--- src/rtl/sdf_pkg.sv ---
package sdf_pkg;
    localparam int CIC_ORDER = 3;
    localparam int TAPS      = 9;
    localparam int PAIRS     = (TAPS + 1) / 2;
    localparam int COEF_W    = 10;
    localparam int COEF_FRAC = 9;
    localparam int MIN_RATIO = 8;

    typedef enum logic [1:0] {
        FIR_IDLE,
        FIR_MAC,
        FIR_SCALE
    } fir_state_t;

    // weights in units of 1/512, outer pair first, centre last
    function automatic logic signed [COEF_W-1:0] tap_coef(input int k);
        case (k)
            0:       tap_coef = 10'sd11;
            1:       tap_coef = -10'sd37;
            2:       tap_coef = -10'sd18;
            3:       tap_coef = 10'sd156;
            default: tap_coef = 10'sd276;
        endcase
    endfunction
endpackage

--- src/rtl/sinc3_integ.sv ---
module sinc3_integ
    import sdf_pkg::*;
#(
    parameter int RATIO_W = 11,
    parameter int ACC_W   = CIC_ORDER * RATIO_W + 1
) (
    input  logic               clk,
    input  logic               rst_n,
    input  logic               bit_in,
    input  logic               bit_vld,
    input  logic [RATIO_W-1:0] ratio,
    output logic [ACC_W-1:0]   dec_data,
    output logic               dec_vld
);
    logic [RATIO_W-1:0] eff_ratio;
    logic [RATIO_W-1:0] bit_cnt;
    logic [ACC_W-1:0]   step;
    logic [ACC_W-1:0]   sum_q [CIC_ORDER];
    logic [ACC_W-1:0]   sum_d [CIC_ORDER];

    assign eff_ratio = (ratio < RATIO_W'(MIN_RATIO)) ? RATIO_W'(MIN_RATIO) : ratio;
    assign step      = bit_in ? ACC_W'(1) : {ACC_W{1'b1}};

    for (genvar g = 0; g < CIC_ORDER; g++) begin : g_integ
        if (g == 0) begin : g_first
            assign sum_d[g] = sum_q[g] + step;
        end else begin : g_rest
            assign sum_d[g] = sum_q[g] + sum_d[g-1];
        end

        always_ff @(posedge clk) begin
            if (!rst_n) begin
                sum_q[g] <= '0;
            end else if (bit_vld) begin
                sum_q[g] <= sum_d[g];
            end
        end
    end

    always_ff @(posedge clk) begin
        if (!rst_n) begin
            bit_cnt  <= '0;
            dec_data <= '0;
            dec_vld  <= 1'b0;
        end else begin
            dec_vld <= 1'b0;
            if (bit_vld) begin
                if (bit_cnt == eff_ratio - 1'b1) begin
                    bit_cnt  <= '0;
                    dec_data <= sum_d[CIC_ORDER-1];
                    dec_vld  <= 1'b1;
                end else begin
                    bit_cnt <= bit_cnt + 1'b1;
                end
            end
        end
    end
endmodule

--- src/rtl/sinc3_comb.sv ---
module sinc3_comb
    import sdf_pkg::*;
#(
    parameter int ACC_W = 34
) (
    input  logic             clk,
    input  logic             rst_n,
    input  logic [ACC_W-1:0] in_data,
    input  logic             in_vld,
    output logic [ACC_W-1:0] out_data,
    output logic             out_vld
);
    logic [ACC_W-1:0] dly_q [CIC_ORDER];
    logic [ACC_W-1:0] diff  [CIC_ORDER+1];

    assign diff[0] = in_data;

    for (genvar g = 0; g < CIC_ORDER; g++) begin : g_comb
        assign diff[g+1] = diff[g] - dly_q[g];

        always_ff @(posedge clk) begin
            if (!rst_n) begin
                dly_q[g] <= '0;
            end else if (in_vld) begin
                dly_q[g] <= diff[g];
            end
        end
    end

    always_ff @(posedge clk) begin
        if (!rst_n) begin
            out_data <= '0;
            out_vld  <= 1'b0;
        end else begin
            out_vld <= in_vld;
            if (in_vld) begin
                out_data <= diff[CIC_ORDER];
            end
        end
    end
endmodule

--- src/rtl/fir9_sym.sv ---
module fir9_sym
    import sdf_pkg::*;
#(
    parameter int IN_W      = 34,
    parameter int OUT_W     = 24,
    parameter int OUT_SHIFT = 9
) (
    input  logic                    clk,
    input  logic                    rst_n,
    input  logic signed [IN_W-1:0]  in_data,
    input  logic                    in_vld,
    output logic signed [OUT_W-1:0] out_data,
    output logic                    out_vld,
    output logic                    busy
);
    localparam int PRE_W  = IN_W + 1;
    localparam int PROD_W = PRE_W + COEF_W;
    localparam int ACC_W  = PROD_W + $clog2(PAIRS) + 1;
    localparam int SH     = COEF_FRAC + OUT_SHIFT;
    localparam int IDX_W  = $clog2(PAIRS);
    localparam logic signed [ACC_W-1:0] SAT_HI = ACC_W'((64'sd1 <<< (OUT_W-1)) - 1);
    localparam logic signed [ACC_W-1:0] SAT_LO = -ACC_W'(64'sd1 <<< (OUT_W-1));

    fir_state_t state, state_nx;

    logic signed [IN_W-1:0]   hist [TAPS];
    logic        [IDX_W-1:0]  idx;
    logic signed [ACC_W-1:0]  acc;
    logic signed [PRE_W-1:0]  pre;
    logic signed [COEF_W-1:0] coef;
    logic signed [PROD_W-1:0] prod;
    logic signed [ACC_W-1:0]  rnd;
    logic signed [ACC_W-1:0]  scaled;
    logic signed [OUT_W-1:0]  sat;

    // mirrored pair pre-add; centre tap stands alone
    always_comb begin
        if (int'(idx) == PAIRS - 1) begin
            pre = PRE_W'(hist[idx]);
        end else begin
            pre = PRE_W'(hist[idx]) + PRE_W'(hist[TAPS-1-int'(idx)]);
        end
        coef = tap_coef(int'(idx));
        prod = pre * coef;
    end

    always_comb begin
        rnd    = acc + (ACC_W'(1) <<< (SH - 1));
        scaled = rnd >>> SH;
        if (scaled > SAT_HI) begin
            sat = OUT_W'(SAT_HI);
        end else if (scaled < SAT_LO) begin
            sat = OUT_W'(SAT_LO);
        end else begin
            sat = OUT_W'(scaled);
        end
    end

    always_comb begin
        state_nx = state;
        unique case (state)
            FIR_IDLE:  if (in_vld) state_nx = FIR_MAC;
            FIR_MAC:   if (int'(idx) == PAIRS - 1) state_nx = FIR_SCALE;
            FIR_SCALE: state_nx = FIR_IDLE;
            default:   state_nx = FIR_IDLE;
        endcase
    end

    always_ff @(posedge clk) begin
        if (!rst_n) begin
            state <= FIR_IDLE;
        end else begin
            state <= state_nx;
        end
    end

    always_ff @(posedge clk) begin
        if (!rst_n) begin
            for (int k = 0; k < TAPS; k++) hist[k] <= '0;
            idx <= '0;
            acc <= '0;
        end else begin
            if (state == FIR_IDLE && in_vld) begin
                hist[0] <= in_data;
                for (int k = 1; k < TAPS; k++) hist[k] <= hist[k-1];
                idx <= '0;
                acc <= '0;
            end else if (state == FIR_MAC) begin
                acc <= acc + ACC_W'(prod);
                idx <= idx + 1'b1;
            end
        end
    end

    always_ff @(posedge clk) begin
        if (!rst_n) begin
            out_data <= '0;
            out_vld  <= 1'b0;
        end else begin
            out_vld <= (state == FIR_SCALE);
            if (state == FIR_SCALE) begin
                out_data <= sat;
            end
        end
    end

    assign busy = (state != FIR_IDLE);
endmodule

--- src/rtl/sinc3_fir_decim.sv ---
module sinc3_fir_decim
    import sdf_pkg::*;
#(
    parameter int RATIO_W   = 11,
    parameter int OUT_W     = 24,
    parameter int OUT_SHIFT = 9
) (
    input  logic                    clk,
    input  logic                    rst_n,
    input  logic                    bit_in,
    input  logic                    bit_vld,
    input  logic [RATIO_W-1:0]      ratio,
    output logic signed [OUT_W-1:0] sample_out,
    output logic                    sample_vld
);
    localparam int ACC_W = CIC_ORDER * RATIO_W + 1;

    logic [ACC_W-1:0] dec_data;
    logic             dec_vld;
    logic [ACC_W-1:0] cic_data;
    logic             cic_vld;
    logic             fir_busy;

    sinc3_integ #(.RATIO_W(RATIO_W), .ACC_W(ACC_W)) u_integ (
        .clk      (clk),
        .rst_n    (rst_n),
        .bit_in   (bit_in),
        .bit_vld  (bit_vld),
        .ratio    (ratio),
        .dec_data (dec_data),
        .dec_vld  (dec_vld)
    );

    sinc3_comb #(.ACC_W(ACC_W)) u_comb (
        .clk      (clk),
        .rst_n    (rst_n),
        .in_data  (dec_data),
        .in_vld   (dec_vld),
        .out_data (cic_data),
        .out_vld  (cic_vld)
    );

    fir9_sym #(.IN_W(ACC_W), .OUT_W(OUT_W), .OUT_SHIFT(OUT_SHIFT)) u_fir (
        .clk      (clk),
        .rst_n    (rst_n),
        .in_data  (cic_data),
        .in_vld   (cic_vld),
        .out_data (sample_out),
        .out_vld  (sample_vld),
        .busy     (fir_busy)
    );
endmodule

--- config.mk ---
export PLATFORM = sky130hd
export DESIGN_NAME = sinc3_fir_decim
export DESIGN_NICKNAME = d
export VERILOG_FILES = /design/src/rtl/sdf_pkg.sv /design/src/rtl/sinc3_integ.sv /design/src/rtl/sinc3_comb.sv /design/src/rtl/fir9_sym.sv /design/src/rtl/sinc3_fir_decim.sv
export SDC_FILE = /design/constraint.sdc
export NUM_CORES = 2
export LEC_CHECK = 0
export BUFFER_PORTS_ARGS = -buffer_cell sky130_fd_sc_hd__buf_2
export CAP_MARGIN = 15
export CORE_ASPECT_RATIO = 1.75
export CORE_MARGIN = 2
export CORE_UTILIZATION = 59
export CTS_CLUSTER_SIZE = 8
export DETAILED_ROUTE_END_ITERATION = 12
export GPL_TIMING_DRIVEN = 0
export MAX_ROUTING_LAYER = met4
export PLACE_DENSITY_LB_ADDON = 0.3
export SLEW_MARGIN = 20
export SYNTH_ARGS = -nofsm -noshare
export SYNTH_HDL_FRONTEND = slang
export SYNTH_SLANG_ARGS = --single-unit
--- constraint.sdc ---
create_clock -name clk -period 11.78 [get_ports clk]
set_input_delay 1.767 -clock clk [delete_from_list [all_inputs] [get_ports clk]]
set_output_delay 1.767 -clock clk [all_outputs]
set_load 0.1 [all_outputs]
==> impl_metrics.xml <==
<?xml version="1.0" encoding="UTF-8"?>
<metrics>
  <group name="sta">
    <metric name="timing.fmax" unit="GHz">0.0884</metric>
    <metric name="timing_worst_slew_pin_value" unit="ps">1190</metric>
    <metric name="worst_clock_skew" unit="ps">67.7</metric>
    <metric name="grt_setup_unrepaired" unit="">false</metric>
    <metric name="fin_ws" unit="ps">465</metric>
    <metric name="report.final.hold_viol_count" unit="">0</metric>
    <metric name="final_period_minus_worst_setup_slack" unit="ps">11320</metric>
    <metric name="finalSetupTns" unit="ps">0</metric>
    <metric name="post_route_clock_period_utilization" unit="%">96.1</metric>
    <metric name="hold_ws" unit="ps">449</metric>
    <metric name="report.final.slew_viol_count" unit="">0</metric>
    <metric name="finalSetupViolations" unit="">0</metric>
    <metric name="worst_slew_margin_rel" unit="%">21.0</metric>
  </group>
  <group name="run_status">
    <metric name="violations" unit="">DRC</metric>
    <metric name="outcome" unit="">finished, violations left</metric>
  </group>
  <group name="global_routing">
    <metric name="track_usage" unit="%">33.5</metric>
    <metric name="grt_start_max_net_pins" unit="">63</metric>
    <metric name="grt_pass1_vias" unit="">43384</metric>
    <metric name="number_of_antenna_violations_at_the_first_check_in_global_routing" unit="">1</metric>
    <metric name="congestion_overflow_gr" unit="">0</metric>
    <metric name="global_route_wire_length_before_repair" unit="µm">234000</metric>
  </group>
  <group name="cells_and_area">
    <metric name="n_fill_cell" unit="">7184</metric>
    <metric name="final_layout_size_suffix_gt1_share" unit="%">8.22</metric>
    <metric name="multi_input_logic_area" unit="µm²">33100</metric>
    <metric name="synthToLayoutAreaGrowth" unit="%">9.07</metric>
    <metric name="final_net_count" unit="">6260</metric>
    <metric name="sequential_cell_area" unit="µm²">18600</metric>
  </group>
  <group name="critical_path">
    <metric name="critical_path.most_common_cell" unit="">sky130_fd_sc_hd__fa_1</metric>
    <metric name="end_kind" unit="">flip-flop</metric>
    <metric name="crit_path_max_incr_delay" unit="ps">600</metric>
    <metric name="critPathArrivalTime" unit="ps">11870</metric>
    <metric name="reg2reg_depth" unit="">41</metric>
    <metric name="critPathSlowestCell" unit="">sky130_fd_sc_hd__clkbuf_1</metric>
    <metric name="reg2reg_setup_slack" unit="ps">460</metric>
    <metric name="critPathMaxFanout" unit="">10</metric>
    <metric name="worstPathRequired" unit="ps">12330</metric>
    <metric name="setup.worst_path.end" unit="">u_fir.acc[48]</metric>
    <metric name="worst-setup-path-type" unit="">reg -&gt; reg</metric>
    <metric name="worst_setup_path_start_kind" unit="">flip-flop</metric>
    <metric name="timing.rr.end" unit="">u_fir.acc[48]</metric>
  </group>
  <group name="cts">
    <metric name="hold_buffers" unit="">0</metric>
    <metric name="cts_sinks" unit="">673</metric>
    <metric name="cts_tree" unit="">yes</metric>
    <metric name="clock_tree.root_cell" unit="">sky130_fd_sc_hd__clkbuf_16</metric>
    <metric name="clkSlewWorstSetupHoldPaths" unit="ps">50</metric>
    <metric name="clock_latency_at_the_later_pin_of_the_worst_skew_pair" unit="ps">740</metric>
    <metric name="cts_inserted_buffers" unit="">94</metric>
    <metric name="htreeDepth" unit="">3</metric>
    <metric name="max-clock-path-buffers" unit="">3</metric>
  </group>
  <group name="synth">
    <metric name="yosysWarningCount" unit="">0</metric>
    <metric name="synthFlopType" unit="">sky130_fd_sc_hd__edfxtp_1</metric>
    <metric name="synth.ff_latch_count" unit="">673</metric>
    <metric name="synth_edf_count" unit="">510</metric>
    <metric name="postSynthAreaPerCell" unit="µm²">10.2</metric>
    <metric name="synth_seq_area_share" unit="%">33.9</metric>
    <metric name="syn-num-nets" unit="">6110</metric>
    <metric name="post_synthesis_cell_type_count" unit="">95</metric>
    <metric name="post_synth_inst_count" unit="">5386</metric>
    <metric name="async_reset_ff_share" unit="%">0</metric>
    <metric name="syn_area" unit="µm²">54700</metric>
  </group>
  <group name="floorplanning">
    <metric name="chipWidth" unit="µm">234</metric>
    <metric name="placementRows" unit="">147</metric>
    <metric name="design.die.area" unit="µm²">95300</metric>
    <metric name="floorplan.core_area" unit="µm²">91800</metric>
    <metric name="initial_cell_density_of_the_core" unit="%">59.6</metric>
    <metric name="ios" unit="">40</metric>
    <metric name="floorplan.die.height" unit="µm">407</metric>
  </group>
  <group name="detailed_routing">
    <metric name="wl_per_cell" unit="µm">22.3</metric>
    <metric name="detailedRoute.firstIterationViolations" unit="">3079</metric>
    <metric name="post-route-drc-count" unit="">2</metric>
    <metric name="num_vias" unit="">41482</metric>
    <metric name="drtPass1Iterations" unit="">10</metric>
    <metric name="postRouteWirelength" unit="µm">151000</metric>
    <metric name="remaining_number_of_nets_flagged_by_the_antenna_check_after_routing" unit="">0</metric>
    <metric name="viasPerCell" unit="">6.11</metric>
  </group>
  <group name="power">
    <metric name="power_density" unit="nW/µm²">166</metric>
    <metric name="vdd_ir_drop_max" unit="mV">0.164</metric>
    <metric name="reported_leakage_power" unit="nW">25.9</metric>
    <metric name="p_total" unit="W">0.00989</metric>
  </group>
  <group name="hold_path">
    <metric name="timing.hold.worst.class" unit="">reg -&gt; reg</metric>
  </group>
  <group name="place">
    <metric name="dp_hpwl" unit="µm">116000</metric>
    <metric name="dpl_worst_slack" unit="ps">-2260</metric>
    <metric name="io_buffer_count" unit="">38</metric>
    <metric name="gpl.final_weighted_congestion" unit="">0.976</metric>
  </group>
  <group name="job">
    <metric name="drv_cap" unit="">0</metric>
  </group>
</metrics>
## metal layers
metal	up-vias	part of all wire [%]	track usage (%)
met5	-	0	-
met3	711	6.1	4.83
li1	18772	-	-
met2	1704	52	59.3
met1	20295	32	32.2
met4	0	9.9	26.9
## kinds of logic (layout without fill, tap and decap cells)
| kind of cell | Yosys count | in the layout | synth area share [%] |
|---|---|---|---|
| simple gates | 1681 | 1681 | 15.4 |
| other cells | 0 | 2 | 0 |
| compound gates | 940 | 940 | 11.4 |
| buf+inv | 843 | 1051 | 5.82 |
| fa+ha+maj | 709 | 709 | 21.1 |
| flops | 673 | 673 | 33.9 |
| xor+xnor | 314 | 314 | 5.05 |
| mux | 226 | 226 | 7.32 |
## layout make-up
cell class,count,share of cell area (%)
Clock buffer,145,4.26
Multi-Input combinational cell,3870,55.5
Clock inverter,9,0.369
Antenna cell,2,0.00838
Sequential cell,673,31.1
Inverter,624,3.94
Tap cell,1192,2.50
Buffer,215,1.49
Timing Repair Buffer,58,0.834
## layout by cell type, fill, tap and decap left out, types with 134 or more instances in the layout
cell type and count:
sky130_fd_sc_hd__a21oi_1 294, sky130_fd_sc_hd__and2_1 444, sky130_fd_sc_hd__and3_1 134, sky130_fd_sc_hd__clkbuf_1 218, sky130_fd_sc_hd__dfxtp_1 163, sky130_fd_sc_hd__edfxtp_1 510, sky130_fd_sc_hd__fa_1 357, sky130_fd_sc_hd__ha_1 350
sky130_fd_sc_hd__inv_1 619, sky130_fd_sc_hd__mux4_2 136, sky130_fd_sc_hd__nand2_1 443, sky130_fd_sc_hd__nor2_1 372, sky130_fd_sc_hd__o21ai_0 155, sky130_fd_sc_hd__xnor2_1 192
## registers in the layout, indices dropped and copies added (netlist names), named ones only
register and cells:
u_fir.state 2, u_integ.dec_data 34, u_integ.dec_vld 1, u_comb.dly_q 102
u_fir.acc 49, u_fir.out_vld 1, u_comb.out_vld 1, u_fir.out_data 24
u_integ.sum_q 102, u_fir.hist 306, u_comb.out_data 34, u_fir.idx 3
u_integ.bit_cnt 11
## worst min path at each step
stage | cells past startpoint | end | slack [ps] | startpoint
floorplan | 2 | u_comb.out_data[12] | 420 | u_comb.out_data[12]
finish | 2 | u_comb.out_data[18] | 450 | u_comb.out_data[18]
detailed placement | 2 | u_comb.out_data[17] | 440 | u_comb.out_data[17]
CTS | 2 | u_comb.out_data[17] | 450 | u_comb.out_data[17]
global placement | 2 | u_comb.out_data[24] | 430 | u_comb.out_data[24]
global route | 2 | u_comb.out_data[17] | 470 | u_comb.out_data[17]
## power by group
| group | internal, W | switching, W | total, W |
|---|---|---|---|
| Sequential | 0.00273 | 0.0000657 | 0.00280 |
| Combinational | 0.00173 | 0.00278 | 0.00450 |
| Clock | 0.00149 | 0.00111 | 0.00259 |
| Total | 0.00594 | 0.00395 | 0.00989 |
## worst max-delay path, delay by kind of cell, from the launching register on
family	cells	cell delay, ps
mux	2	560
buf+inv	8	1920
flops	1	440
xor+xnor	2	390
compound gates	19	4330
simple gates	3	240
fa+ha+maj	7	3290
## synthesized netlist by cell type (all sizes together) (7+ instances only)
| master | instances | area [µm²] |
|---|---|---|
| a2111oi | 9 | 105 |
| a211oi | 28 | 228 |
| a21boi | 27 | 214 |
| a21o | 129 | 968 |
| a21oi | 301 | 1510 |
| a311oi | 7 | 73.8 |
| a31oi | 26 | 169 |
| and2 | 444 | 2780 |
| and3 | 134 | 838 |
| and4 | 8 | 70.1 |
| buf | 34 | 149 |
| clkbuf | 185 | 694 |
| dfxtp | 163 | 3260 |
| edfxtp | 510 | 15300 |
| fa | 357 | 7150 |
| ha | 352 | 4400 |
| inv | 622 | 2330 |
| mux2 | 22 | 248 |
| mux2i | 68 | 693 |
| mux4 | 136 | 3060 |
| nand2 | 443 | 1660 |
| nand2b | 50 | 313 |
| nand3 | 44 | 220 |
| nand4 | 31 | 194 |
| nor2 | 373 | 1400 |
| nor2b | 65 | 407 |
| nor3 | 37 | 190 |
| o211a | 11 | 110 |
| o211ai | 11 | 82.6 |
| o21a | 44 | 333 |
| o21ai | 181 | 917 |
| o21bai | 43 | 323 |
| o221a | 24 | 270 |
| o22ai | 9 | 56.3 |
| o31a | 11 | 97.6 |
| o31ai | 18 | 163 |
| or2 | 24 | 150 |
| or3 | 10 | 62.6 |
| xnor2 | 192 | 1680 |
| xor2 | 121 | 1060 |
## timing repair
action	4_1_cts	5_1_grt
cloned	0	0
resized for setup	31	42
pin swaps	0	3
buffers inserted	0	5
setup endpoints to repair	38	15
## stage by stage
step / utilization (%) / cell area, µm² / std cells
floorplan: - / 54700 / 5386
global placement: 61.5 / 56400 / 6616
detailed placement: 61.8 / 56700 / 6631
CTS: 64.9 / 59500 / 6782
global route: 65.0 / 59700 / 6786
finish: 65.0 / 59700 / 6788
Power figures use the tool's default switching activity.
